### config.mk
export PLATFORM = sky130hd
export DESIGN_NAME = i2c_addr_match
export DESIGN_NICKNAME = d
export VERILOG_FILES = /design/src/rtl/i2c_addr_match.sv
export SDC_FILE = /design/constraint.sdc
export NUM_CORES = 1
export LEC_CHECK = 0
export BUFFER_PORTS_ARGS = -buffer_cell sky130_fd_sc_hd__buf_2
export CAP_MARGIN = 20
export CORE_ASPECT_RATIO = 2
export CORE_MARGIN = 8
export CORE_UTILIZATION = 45
export CTS_CLUSTER_SIZE = 24
export DETAILED_ROUTE_END_ITERATION = 6
export PLACE_DENSITY = 0.81
export SYNTH_ARGS = -nofsm -noshare
export SYNTH_HDL_FRONTEND = slang
export SYNTH_SLANG_ARGS = --single-unit
### constraint.sdc
create_clock -name clk -period 2.5 [get_ports clk]
set_input_delay 0.625 -clock clk [delete_from_list [all_inputs] [get_ports clk]]
set_output_delay 0.625 -clock clk [all_outputs]
set_load 0.01 [all_outputs]
### src/rtl/i2c_addr_match.sv
module i2c_addr_match (
  input  logic            clk,
  input  logic            rst_n,
  input  logic            slv_en,
  input  logic            start_stb,
  input  logic            rstart_stb,
  input  logic            stop_stb,
  input  logic            byte_stb,
  input  logic [7:0]      rx_byte,
  input  logic [3:0][7:0] id_slots,
  input  logic            addr10_en,
  input  logic            gc_en,
  input  logic            hgc_en,
  input  logic [7:0]      alt_id,
  input  logic            nack_req,
  input  logic            gc_clr,
  output logic            ack_vld,
  output logic            ack,
  output logic            match_vld,
  output logic [2:0]      match_idx,
  output logic            rd_dir,
  output logic            gc_stat,
  output logic [1:0]      gc_id,
  output logic            hgc_hit
);

  localparam logic [2:0] IDX_GC  = 3'd4;
  localparam logic [2:0] IDX_TEN = 3'd5;
  localparam logic [7:0] GC_CODE_RST = 8'h06;
  localparam logic [7:0] GC_CODE_WR  = 8'h04;

  typedef enum logic [2:0] {S_IDLE, S_ADDR, S_ADDR2, S_GC2, S_DATA, S_SKIP} st_t;

  st_t        st, nxt;
  logic       ten_sel, nack_arm;
  logic [3:0] slot_hit;
  logic [1:0] slot_idx;
  logic       want_ack, set_match, set_ten, new_rd;
  logic [2:0] new_idx;
  logic [1:0] gid_code;

  for (genvar i = 0; i < 4; i++) begin : g_slot
    assign slot_hit[i] = (!addr10_en || (i >= 2)) && (((rx_byte ^ id_slots[i]) & 8'hFE) == 8'h00);
  end

  always_comb begin
    slot_idx = 2'd0;
    for (int k = 3; k >= 0; k--)
      if (slot_hit[k]) slot_idx = k[1:0];
  end

  wire gc_hit    = gc_en && (rx_byte == 8'h00);
  wire ten_first = addr10_en && (((rx_byte ^ id_slots[0]) & 8'hFE) == 8'h00);
  wire ten_sec   = (rx_byte == id_slots[1]);
  wire alt_hit   = hgc_en && (rx_byte == alt_id);
  wire any_cond  = start_stb || rstart_stb || stop_stb;
  wire byte_go   = slv_en && byte_stb && !any_cond && (st != S_IDLE);
  wire nack_now  = byte_go && want_ack && nack_arm;
  wire take      = byte_go && !nack_now;

  always_comb begin
    want_ack  = 1'b0;
    nxt       = st;
    set_match = 1'b0;
    set_ten   = 1'b0;
    new_idx   = match_idx;
    new_rd    = rd_dir;
    case (st)
      S_ADDR: begin
        if (gc_hit) begin
          want_ack = 1'b1; nxt = S_GC2; set_match = 1'b1; new_idx = IDX_GC; new_rd = 1'b0;
        end else if (|slot_hit) begin
          want_ack = 1'b1; nxt = S_DATA; set_match = 1'b1; new_idx = {1'b0, slot_idx}; new_rd = rx_byte[0];
        end else if (ten_first && !rx_byte[0]) begin
          want_ack = 1'b1; nxt = S_ADDR2;
        end else if (ten_first && ten_sel) begin
          want_ack = 1'b1; nxt = S_DATA; set_match = 1'b1; new_idx = IDX_TEN; new_rd = 1'b1;
        end else begin
          nxt = S_SKIP;
        end
      end
      S_ADDR2: begin
        if (ten_sec) begin
          want_ack = 1'b1; nxt = S_DATA; set_match = 1'b1; set_ten = 1'b1; new_idx = IDX_TEN; new_rd = 1'b0;
        end else begin
          nxt = S_SKIP;
        end
      end
      S_GC2: begin
        want_ack = 1'b1; nxt = S_DATA;
      end
      S_DATA:  want_ack = !rd_dir;
      default: ;
    endcase
  end

  always_ff @(posedge clk or negedge rst_n) begin
    if (!rst_n) begin
      st <= S_IDLE; ten_sel <= 1'b0; nack_arm <= 1'b0;
      ack_vld <= 1'b0; ack <= 1'b0; hgc_hit <= 1'b0;
      match_vld <= 1'b0; match_idx <= 3'd0; rd_dir <= 1'b0;
    end else if (!slv_en) begin
      st <= S_IDLE; ten_sel <= 1'b0; nack_arm <= 1'b0;
      ack_vld <= 1'b0; ack <= 1'b0; hgc_hit <= 1'b0;
      match_vld <= 1'b0; match_idx <= 3'd0; rd_dir <= 1'b0;
    end else begin
      ack_vld <= 1'b0;
      ack     <= 1'b0;
      hgc_hit <= 1'b0;
      if (nack_now) nack_arm <= 1'b0;
      if (nack_req) nack_arm <= 1'b1;
      if (stop_stb) begin
        st <= S_IDLE; ten_sel <= 1'b0; match_vld <= 1'b0;
      end else if (rstart_stb) begin
        st <= S_ADDR; match_vld <= 1'b0;
      end else if (start_stb) begin
        st <= S_ADDR; ten_sel <= 1'b0; match_vld <= 1'b0;
      end else if (byte_go) begin
        ack_vld <= 1'b1;
        if (nack_now) begin
          st <= S_SKIP; match_vld <= 1'b0;
        end else begin
          ack <= want_ack;
          st  <= nxt;
          if (set_match) begin
            match_vld <= 1'b1; match_idx <= new_idx; rd_dir <= new_rd;
          end
          if (set_ten) ten_sel <= 1'b1;
          if (st == S_GC2 && alt_hit) hgc_hit <= 1'b1;
        end
      end
    end
  end

  always_comb begin
    if (alt_hit)                     gid_code = 2'd3;
    else if (rx_byte == GC_CODE_RST) gid_code = 2'd1;
    else if (rx_byte == GC_CODE_WR)  gid_code = 2'd2;
    else                             gid_code = 2'd0;
  end

  always_ff @(posedge clk or negedge rst_n) begin
    if (!rst_n) begin
      gc_stat <= 1'b0; gc_id <= 2'd0;
    end else begin
      if (gc_clr) begin
        gc_stat <= 1'b0; gc_id <= 2'd0;
      end
      if (take && st == S_ADDR && gc_hit) gc_stat <= 1'b1;
      if (take && st == S_GC2 && gid_code != 2'd0) gc_id <= gid_code;
    end
  end

endmodule

* Word level (Yosys, flattened, before mapping)
Cells that the tools add are included.
** Storage, ports and cells
- Register bits after elaboration :: 16
- Bits of input ports :: 60
- Output and inout port bits :: 11
- Word-level logic and storage cells :: 175
** Cells by class
- Equality and inequality tests :: 26
- Multiplexer cells :: 95
- Bitwise logic cells :: 4
- Reduce and logical (&&, ||, !) cells :: 39
** Operators with widths (count)
- $mux 3 :: 21
- $mux 1 :: 60
- $logic_not 8->1 :: 5
- $xor 8x8->8 :: 4
- $logic_and 1x1->1 :: 18
- $mux 2 :: 9
- $eq 8x3->1 const B :: 2
- $eq 8x8->1 :: 2
- $ne 5x5->1 const B :: 2
- $reduce_and 10->1 :: 1
- $pmux 3 s3 :: 1
- $ne 2x2->1 const B :: 4
- $ne 4x1->1 const B :: 2
- $ne 8x1->1 const B :: 1
- $eq 3x2->1 const B :: 2
- $ne 3x1->1 const B :: 2
- $ne 6x1->1 const B :: 1
- $pmux 3 s2 :: 1
- $reduce_bool 2->1 :: 3
- $logic_not 1->1 :: 5
- $ne 5x1->1 const B :: 1
- $ne 2x1->1 const B :: 2
- $ne 4x4->1 const B :: 1
- $pmux 1 s2 :: 2
- 10 further kinds :: 12

* Depth between registers and ports, before layout
Gate-level depths: netlist of run 1.
- Word-level depth :: 17
- Gate-level depth with buffers :: 10
- Depth with buffers taken out :: 8

* Worst setup path after synthesis of run 1
Ideal clock, no wire load.
- Path type :: input -> register
- From :: input port rx_byte[4]
- To :: register rd_dir
- Setup time :: 0.079 ns
- Arrival :: 2.284 ns
- Required time :: 2.421 ns
- Slack :: 0.136 ns
- Stages :: 10
- Path buffers :: 2
- Cell sequence :: buf_6 > xnor2_1 > nand4_1 > nor4_4 > a41o_1 > o31ai_1 > o21ai_2 > and4_4 > buf_6 > mux2i_1
** Between the ends
- Word-level cells in the longest chain between the ends :: 14
** Ends and longest elaborated chain
- from (decl) :: line 9 : input logic [7:0] rx_byte,
- $xor 8x8->8, on equally long branches :: line 43, 53
- $logic_not 8->1, on equally long branches :: line 43, 53
- $logic_and 1x1->1 :: line 43 : assign slot_hit[i] = (!addr10_en || (i >= 2)) && (((rx_byte ^ id_slots[i]) & 8'hFE) == 8'h00);
- $reduce_or 4->1 :: line 72 : end else if (|slot_hit) begin
- $mux 1 :: line 72
- $mux 1 :: line 70 : if (gc_hit) begin
- $pmux 1 s2 :: line 68 : case (st)
- $mux 1 :: line 125 : if (set_match) begin
- $mux 1 :: line 120 : if (nack_now) begin
- $mux 1 :: line 118 : end else if (byte_go) begin
- $mux 1 :: line 116 : end else if (start_stb) begin
- $mux 1 :: line 114 : end else if (rstart_stb) begin
- $mux 1 :: line 112 : if (stop_stb) begin
- $mux 1 :: line 102 : end else if (!slv_en) begin
- to (signal assigned) :: line 101 : match_vld <= 1'b0; match_idx <= 3'd0; rd_dir <= 1'b0;
- to (signal assigned) :: line 105 : match_vld <= 1'b0; match_idx <= 3'd0; rd_dir <= 1'b0;
- to (signal assigned) :: line 126 : match_vld <= 1'b1; match_idx <= new_idx; rd_dir <= new_rd;
- to (decl) :: line 21 : output logic rd_dir,
Parallel ways exist; a longest one is shown, timed or not. The select of a mux whose other input is x is not followed.
A chain may end at the register's enable or synchronous reset.

* Worst setup path in the final report of run 1
- From :: input port rx_byte[7]
- To :: register gc_id[0]
** Between the ends
- Word-level cells in the longest chain between the ends :: 16
** Ends and longest elaborated chain
- $xor 8x8->8 :: line 43, 53
- $logic_not 8->1 :: line 43, 53
- $logic_and 1x1->1 :: line 53 : wire ten_first = addr10_en && (((rx_byte ^ id_slots[0]) & 8'hFE) == 8'h00);
- $logic_and 1x1->1 :: line 76 : end else if (ten_first && ten_sel) begin
- $mux 1 :: line 76
- $mux 1 :: line 74 : end else if (ten_first && !rx_byte[0]) begin
- $mux 1 :: line 72
- $mux 1 :: line 70
- $pmux 1 s4 :: line 68
- $logic_and 1x1->1 (2 in a row) :: line 58 : wire nack_now = byte_go && want_ack && nack_arm;
- $logic_not 1->1 :: line 59 : wire take = byte_go && !nack_now;
- $logic_and 1x1->1 :: line 59
- $logic_and 1x1->1 (2 in a row) :: line 150 : if (take && st == S_GC2 && gid_code != 2'd0) gc_id <= gid_code;
- $mux 2 or $reduce_bool 2->1 (tied branches)
- to (signal assigned) :: line 150
- to (decl) :: line 23 : output logic [1:0] gc_id,
Parallel ways exist; a longest one is shown, timed or not.

==> metrics, run 1 <==
Antenna Cells 0; core box area 3341 sq um; part of the power in the clock network 0.310; Synth Register Bits 16; Cells after Synth 168; row count 30; Overall Global Routing Usage 0.1588; Final Util 0.6004; Die Footprint 5700 sq um; combinational share of power 0.269; drc violations 0; CP Launch Type input pin; final-report max-slew violation count 0; post-synth top area share 0.2579; final period utilization 0.9258; CTS buffer count 3; NetSw 179.6 uW; clk buf depth 2; Avg Inst Size Synth 9.242 sq um; Area growth syn-to-layout 29.17%; WP data arrival 2450 ps; Main synth FF type dfrtp_1; GRT overflow 0; HPWL Detailed 3851 um; starting DRC count in detailed routing 21; PwrDens 316.3 nW/um^2; Final Hold Fails 0; crit end category flop; Non-Filler Instances 279; Clk Tree Root Cell clkbuf_8; first-pass GRT wire length 7341 um; clock skew 3.402 ps; Sw Share 0.2831; antenna violations before repair 0; Post-CTS Hold Fix Bufs 0; top cells by area, synth dfrtp_1, xor2_1, xnor2_1; Clock Sinks 16; CP Class input pin to flop; Fin Setup TNS 0 ps; Setup WS post-layout 185.5 ps; Post-Syn Area 1553 sq um; cts repair resizes 0; drt via density 5.613; Chip Height 99.07 um; Initial Utilization 0.4648; peak supply drop 0.0001772 V; cell taking the most area after synthesis dfrtp_1; die outline width 57.54 um; Clock Latency Late Sink 250 ps; worst slack, placed -60.22 ps; ANT nets after route 0; Buffers on Ports 67; min-delay worst type input pin to async pin; headroom to the max-slew limit 0.7522; largest net degree at the start of global routing 17; min cycle time layout 2314 ps; Peak Freq 432.1 MHz; CTS tree yes; # IOs 71; drt total wl 4413 um; actual slew at the worst max-slew pin 371.6 ps; TritonRoute pass-1 iters 4; RSZ-0062 raised after global routing no; peak fanout along the critical path 6; Post-synth ARST share 1.000; vias in the first global route 1745; Flop pwr share 0.421; Post-synth EDFFs 0; Max Cap Viol 0; status finished, final reports clean; GP Congestion 0.8457; final setup fails 0; H-tree depth 1; Yosys warnings 0; Reg clk slew, reported paths 60 ps; nets 309; number of distinct library cells after synthesis 47; CP required 2630 ps; drt wl/cell 15.82 um; layout cells sized above 1 0.4291; leakage power 0.9712 nW; Power, Total 634.3 uW; via count 1566; postcts setup bufs 0; placed instance count 276; net count after synthesis 228; sequential element share of the synthesized area 0.2579; internal power 454.8 uW
-- state kept, by name, summed over array words and instances, names as in the netlist --
register	count
gc_id	2
ten_sel	1
match_vld	1
nack_arm	1
gc_stat	1
st	3
match_idx	3
ack	1
rd_dir	1
hgc_hit	1
ack_vld	1
-- stage by stage --
stage                     hold WS, ps  area, sq um
after global placement          494.2         1964
after global routing            319.8         2006
after CTS                       292.9         2006
final                           281.3         2006
after detailed placement        492.1         1964
after floorplan                 329.4         1553
-- synth_stat cells (all sizes together) (2+ instances only) --
master / n
xor2: 19
xnor2: 18
dfrtp: 16
buf: 11
nand2: 11
a21oi: 8
nor3: 8
nor4: 8
o21ai: 8
nor2: 7
inv: 5
nor2b: 5
mux2i: 4
nand3: 4
and4: 3
nand3b: 3
nand4: 3
a21o: 2
a32oi: 2
a41o: 2
clkbuf: 2
nand2b: 2
nor4b: 2
o31ai: 2
-- placed cells by master (no fill, tap or decap), types with 2 or more instances in the layout --
master / n
nor4_4: 2
nor4_1: 5
nand3_1: 4
nand2b_1: 2
nor2b_1: 5
buf_2: 67
nand2_1: 10
buf_4: 22
a21o_1: 2
nor3_1: 8
o31ai_1: 2
a21oi_1: 7
xnor2_1: 18
inv_1: 5
clkbuf_8: 3
nor2_1: 7
a32oi_1: 2
o21ai_0: 7
nand4_1: 3
and4_1: 2
dfrtp_1: 16
xor2_1: 19
nand3b_1: 3
mux2i_1: 4
-- layer usage --
| layer | GRT usage | vias to the layer above | part of all wire |
|---|---|---|---|
| met5 | 0 | - | 0 |
| met3 | 0.04830 | 9 | 0.083 |
| li1 | - | 766 | - |
| met4 | 0.07004 | 0 | 0.022 |
| met1 | 0.1211 | 723 | 0.31 |
| met2 | 0.3295 | 68 | 0.59 |
-- critical path, cell delays in order --
cell and delay [ps]:
buf_2 190, xor2_1 180, nor4_1 80, a41o_2 300, nand4b_2 280, a31oi_1 370
nor4b_2 310, a21oi_1 110
-- power by group through the flow --
stage          registers, mW  logic, mW  clock network [mW]
2_1_floorplan          0.269      0.104                   0
3_3_place_gp           0.271      0.167                   0
3_5_place_dp           0.271      0.172                   0
4_1_cts                0.267      0.173               0.197
5_1_grt                0.267      0.189               0.204
6_report               0.267      0.171               0.197
-- final cells by class --
type	count	area, sq um
sequential	16	400.4
fill	323	1335
timing repair buffer	89	500.5
clock buffer	3	41.29
multi-input combinational	134	1005
inverter	5	18.77
tap	32	40.04
-- kinds of logic (layout without fill, tap and decap cells) --
group | after synthesis | after routing | synth area share
flip-flops | 16 | 16 | 0.2579
AND/OR/NAND/NOR | 60 | 60 | 0.2514
buffers and inverters | 18 | 97 | 0.09508
AO/OA/AOI/OAI | 33 | 33 | 0.1612
multiplexers | 4 | 4 | 0.02579
XOR/XNOR | 37 | 37 | 0.2087
-- path summary, 6_finish.rpt --
check,start,endpoint,slack [ps],depth (start not counted)
max reg2reg,st[1]$_DFFE_PN0P_,gc_id[0]$_DFFE_PN0P_,430,7
max,rx_byte[7],gc_id[0]$_DFFE_PN0P_,190,8
max in group asynchronous,rst_n,st[0]$_DFFE_PN0P_,1950,1
min reg2reg,gc_stat$_DFFE_PN0P_,gc_stat$_DFFE_PN0P_,500,1
min in group clk,gc_stat$_DFFE_PN0P_,gc_stat$_DFFE_PN0P_,500,1
min,rst_n,ten_sel$_DFFE_PN0P_,280,1
No activity file was read; power rests on OpenSTA's default activity.
==> inputs of run 2 (changes only) <==
--- a/config.mk
+++ b/config.mk
@@ -7,12 +7,14 @@
 export LEC_CHECK = 0
 export BUFFER_PORTS_ARGS = -buffer_cell sky130_fd_sc_hd__buf_2
 export CAP_MARGIN = 20
+export CELL_PAD_IN_SITES_DETAIL_PLACEMENT = 0
+export CELL_PAD_IN_SITES_GLOBAL_PLACEMENT = 2
 export CORE_ASPECT_RATIO = 2
 export CORE_MARGIN = 8
-export CORE_UTILIZATION = 45
+export CORE_UTILIZATION = 26
 export CTS_CLUSTER_SIZE = 24
 export DETAILED_ROUTE_END_ITERATION = 6
-export PLACE_DENSITY = 0.81
+export PLACE_DENSITY = 0.83
 export SYNTH_ARGS = -nofsm -noshare
 export SYNTH_HDL_FRONTEND = slang
 export SYNTH_SLANG_ARGS = --single-unit
==> metrics, run 2 (same netlist as run 1, synthesis figures left out) <==
status finished, final reports clean (unchanged); Chip Height 125.3 um (was 99.07 um); post-route cell area 2136 sq um (was 2006 sq um); clock skew 2.045 ps (was 3.402 ps); Post-DP Area 2041 sq um (was 1964 sq um); CTS buffer count 3 (unchanged); number of fill cells 620 (was 323); critical path cell sequence buf_2 -> buf_4 -> xor2_1 -> nor4_4 -> a21oi_2 -> nand4b_2 -> a31oi_2 -> nor4b_2 -> a21oi_1 (was buf_2 -> xor2_1 -> nor4_1 -> a41o_2 -> nand4b_2 -> a31oi_1 -> nor4b_2 -> a21oi_1); Max Cap Viol 0 (unchanged); layout cells sized above 1 0.4466 (was 0.4291); Post-CTS Hold Fix Bufs 0 (unchanged); H-tree depth 1 (unchanged); r2r setup slk 400 ps (was 430 ps); biggest regs match_idx x3, st x3, gc_id x2 (unchanged); vias in the first global route 1680 (was 1745); Antenna Cells 0 (unchanged); r2r startpoint st[0]$_DFFE_PN0P_ (was st[1]$_DFFE_PN0P_); CP Launch Type input pin (unchanged); Peak Freq 433.7 MHz (was 432.1 MHz); core box area 5906 sq um (was 3341 sq um); Reg area 400.4 sq um (unchanged); CP required 2620 ps (was 2630 ps); Bufs and invs on worst path 2 (was 1); first-pass GRT wire length 8031 um (was 7341 um); nets 314 (was 309); drt total wl 4690 um (was 4413 um); RSZ-0062 raised after global routing no (unchanged); drc violations 0 (unchanged); peak supply drop 0.0002126 V (was 0.0001772 V); min cycle time layout 2306 ps (was 2314 ps); largest net degree at the start of global routing 17 (unchanged); starting DRC count in detailed routing 23 (was 21); HPWL Detailed 3920 um (was 3851 um); die outline width 70.65 um (was 57.54 um); min-delay worst type input pin to async pin (unchanged); CP delay by family, top compound AO/OA/AOI/OAI gates (unchanged); leakage power 1.015 nW (was 0.9712 nW); max incr delay on CP 340 ps (was 370 ps); Crit Reg-Reg Endpoint gc_id[0]$_DFFE_PN0P_ (unchanged); worst slack, placed -159.9 ps (was -60.22 ps); antenna violations before repair 0 (unchanged); Clock Latency Late Sink 240 ps (was 250 ps); actual slew at the worst max-slew pin 432.6 ps (was 371.6 ps); worst-path cell with the longest stage delay a31oi_2 (was a31oi_1); CP Class input pin to flop (unchanged); CTS tree yes (unchanged); row count 40 (was 30); Overall Global Routing Usage 0.1083 (was 0.1588); Buffers on Ports 67 (unchanged); Die Footprint 8851 sq um (was 5700 sq um); Reg clk slew, reported paths 50 ps (was 60 ps); Area growth syn-to-layout 37.55% (was 29.17%); multi-input logic area 1011 sq um (was 1005 sq um); most frequent cells in the layout buf_2, buf_4, xor2_1, xnor2_1, dfrtp_1 (unchanged); final setup fails 0 (unchanged); via count 1542 (was 1566); ANT nets after route 0 (unchanged); Worst Setup SP rx_byte[7] (unchanged); Critical Path Stages 9 (was 8); GP Congestion 0.8102 (was 0.8457); crit end category flop (unchanged); TritonRoute pass-1 iters 4 (unchanged); cts repair resizes 0 (unchanged); # IOs 71 (unchanged); Worst Reg-to-Reg Cells 7 (unchanged); GRT overflow 0 (unchanged); peak fanout along the critical path 6 (unchanged); PwrDens 371.3 nW/um^2 (was 316.3 nW/um^2); Setup WS post-layout 194.3 ps (was 185.5 ps); final-report max-slew violation count 0 (unchanged); postcts setup bufs 0 (unchanged); Clock Sinks 16 (unchanged); Fin Hold WS 280.8 ps (was 281.3 ps); WP data arrival 2430 ps (was 2450 ps); commonest non-fill, non-tap cell in the layout buf_2 (unchanged); Initial Utilization 0.2629 (was 0.4648); Clk Tree Root Cell clkbuf_16 (was clkbuf_8); clk buf depth 2 (unchanged); Final Hold Fails 0 (unchanged); drt wl/cell 14.84 um (was 15.82 um); headroom to the max-slew limit 0.7085 (was 0.7522); drt via density 4.880 (was 5.613); final period utilization 0.9223 (was 0.9258); end point of the critical path gc_id[0]$_DFFE_PN0P_ (unchanged)
## run 2: how the worst min path moves through the flow
| stage | from | end | depth (start not counted) |
|---|---|---|---|
| 3_5_place_dp | gc_stat$_DFFE_PN0P_ | gc_stat$_DFFE_PN0P_ | 1 |
| 2_1_floorplan | rst_n | ack$_DFF_PN0_ | 0 |
| 4_1_cts | rst_n | match_idx[0]$_DFFE_PN0P_ | 1 |
| 3_3_place_gp | gc_stat$_DFFE_PN0P_ | gc_stat$_DFFE_PN0P_ | 1 |
| 5_1_grt | rst_n | match_idx[0]$_DFFE_PN0P_ | 1 |
| 6_report | rst_n | match_idx[0]$_DFFE_PN0P_ | 1 |
## run 2: layer usage
metal,vias to the layer above,part of all wire,GRT usage
met4,0,0.0053,0.02472
met2,46,0.47,0.1766
met3,4,0.068,0.03683
li1,772,-,-
met1,720,0.46,0.1322
met5,-,0,0
## run 2: stage by stage
| stage | instances | util | setup TNS [ps] | power (mW) |
|---|---|---|---|---|
| floorplan | 168 | - | 0 | 0.3721 |
| global placement | 312 | 0.3456 | -777.6 | 0.4509 |
| detailed placement | 312 | 0.3456 | -971.2 | 0.4548 |
| CTS | 316 | 0.3606 | 0 | 0.8006 |
| global route | 316 | 0.3617 | 0 | 0.8306 |
| finish | 316 | 0.3617 | 0 | 0.7930 |
## run 2: power by group
group          switching [mW]  internal [mW]
clock network           0.101          0.243
registers             0.00614          0.262
logic                  0.0865         0.0945
total                   0.194          0.599
## run 2: area by class of cell
type | instances | area share
clock buffers | 4 | 0.04159
flip-flops and latches | 16 | 0.1875
multi-input cells | 134 | 0.4733
well taps | 63 | 0.03691
inverters | 5 | 0.008787
repair buffers | 94 | 0.2519
## run 2: worst register-to-register path, cell delays in order (launching register included)
cell and delay [ps]:
dfrtp_1 570, nor3_1 120, and2_2 240, o21ai_0 190, nand2_2 120, a31oi_2 330
nor4b_2 310, a21oi_1 110
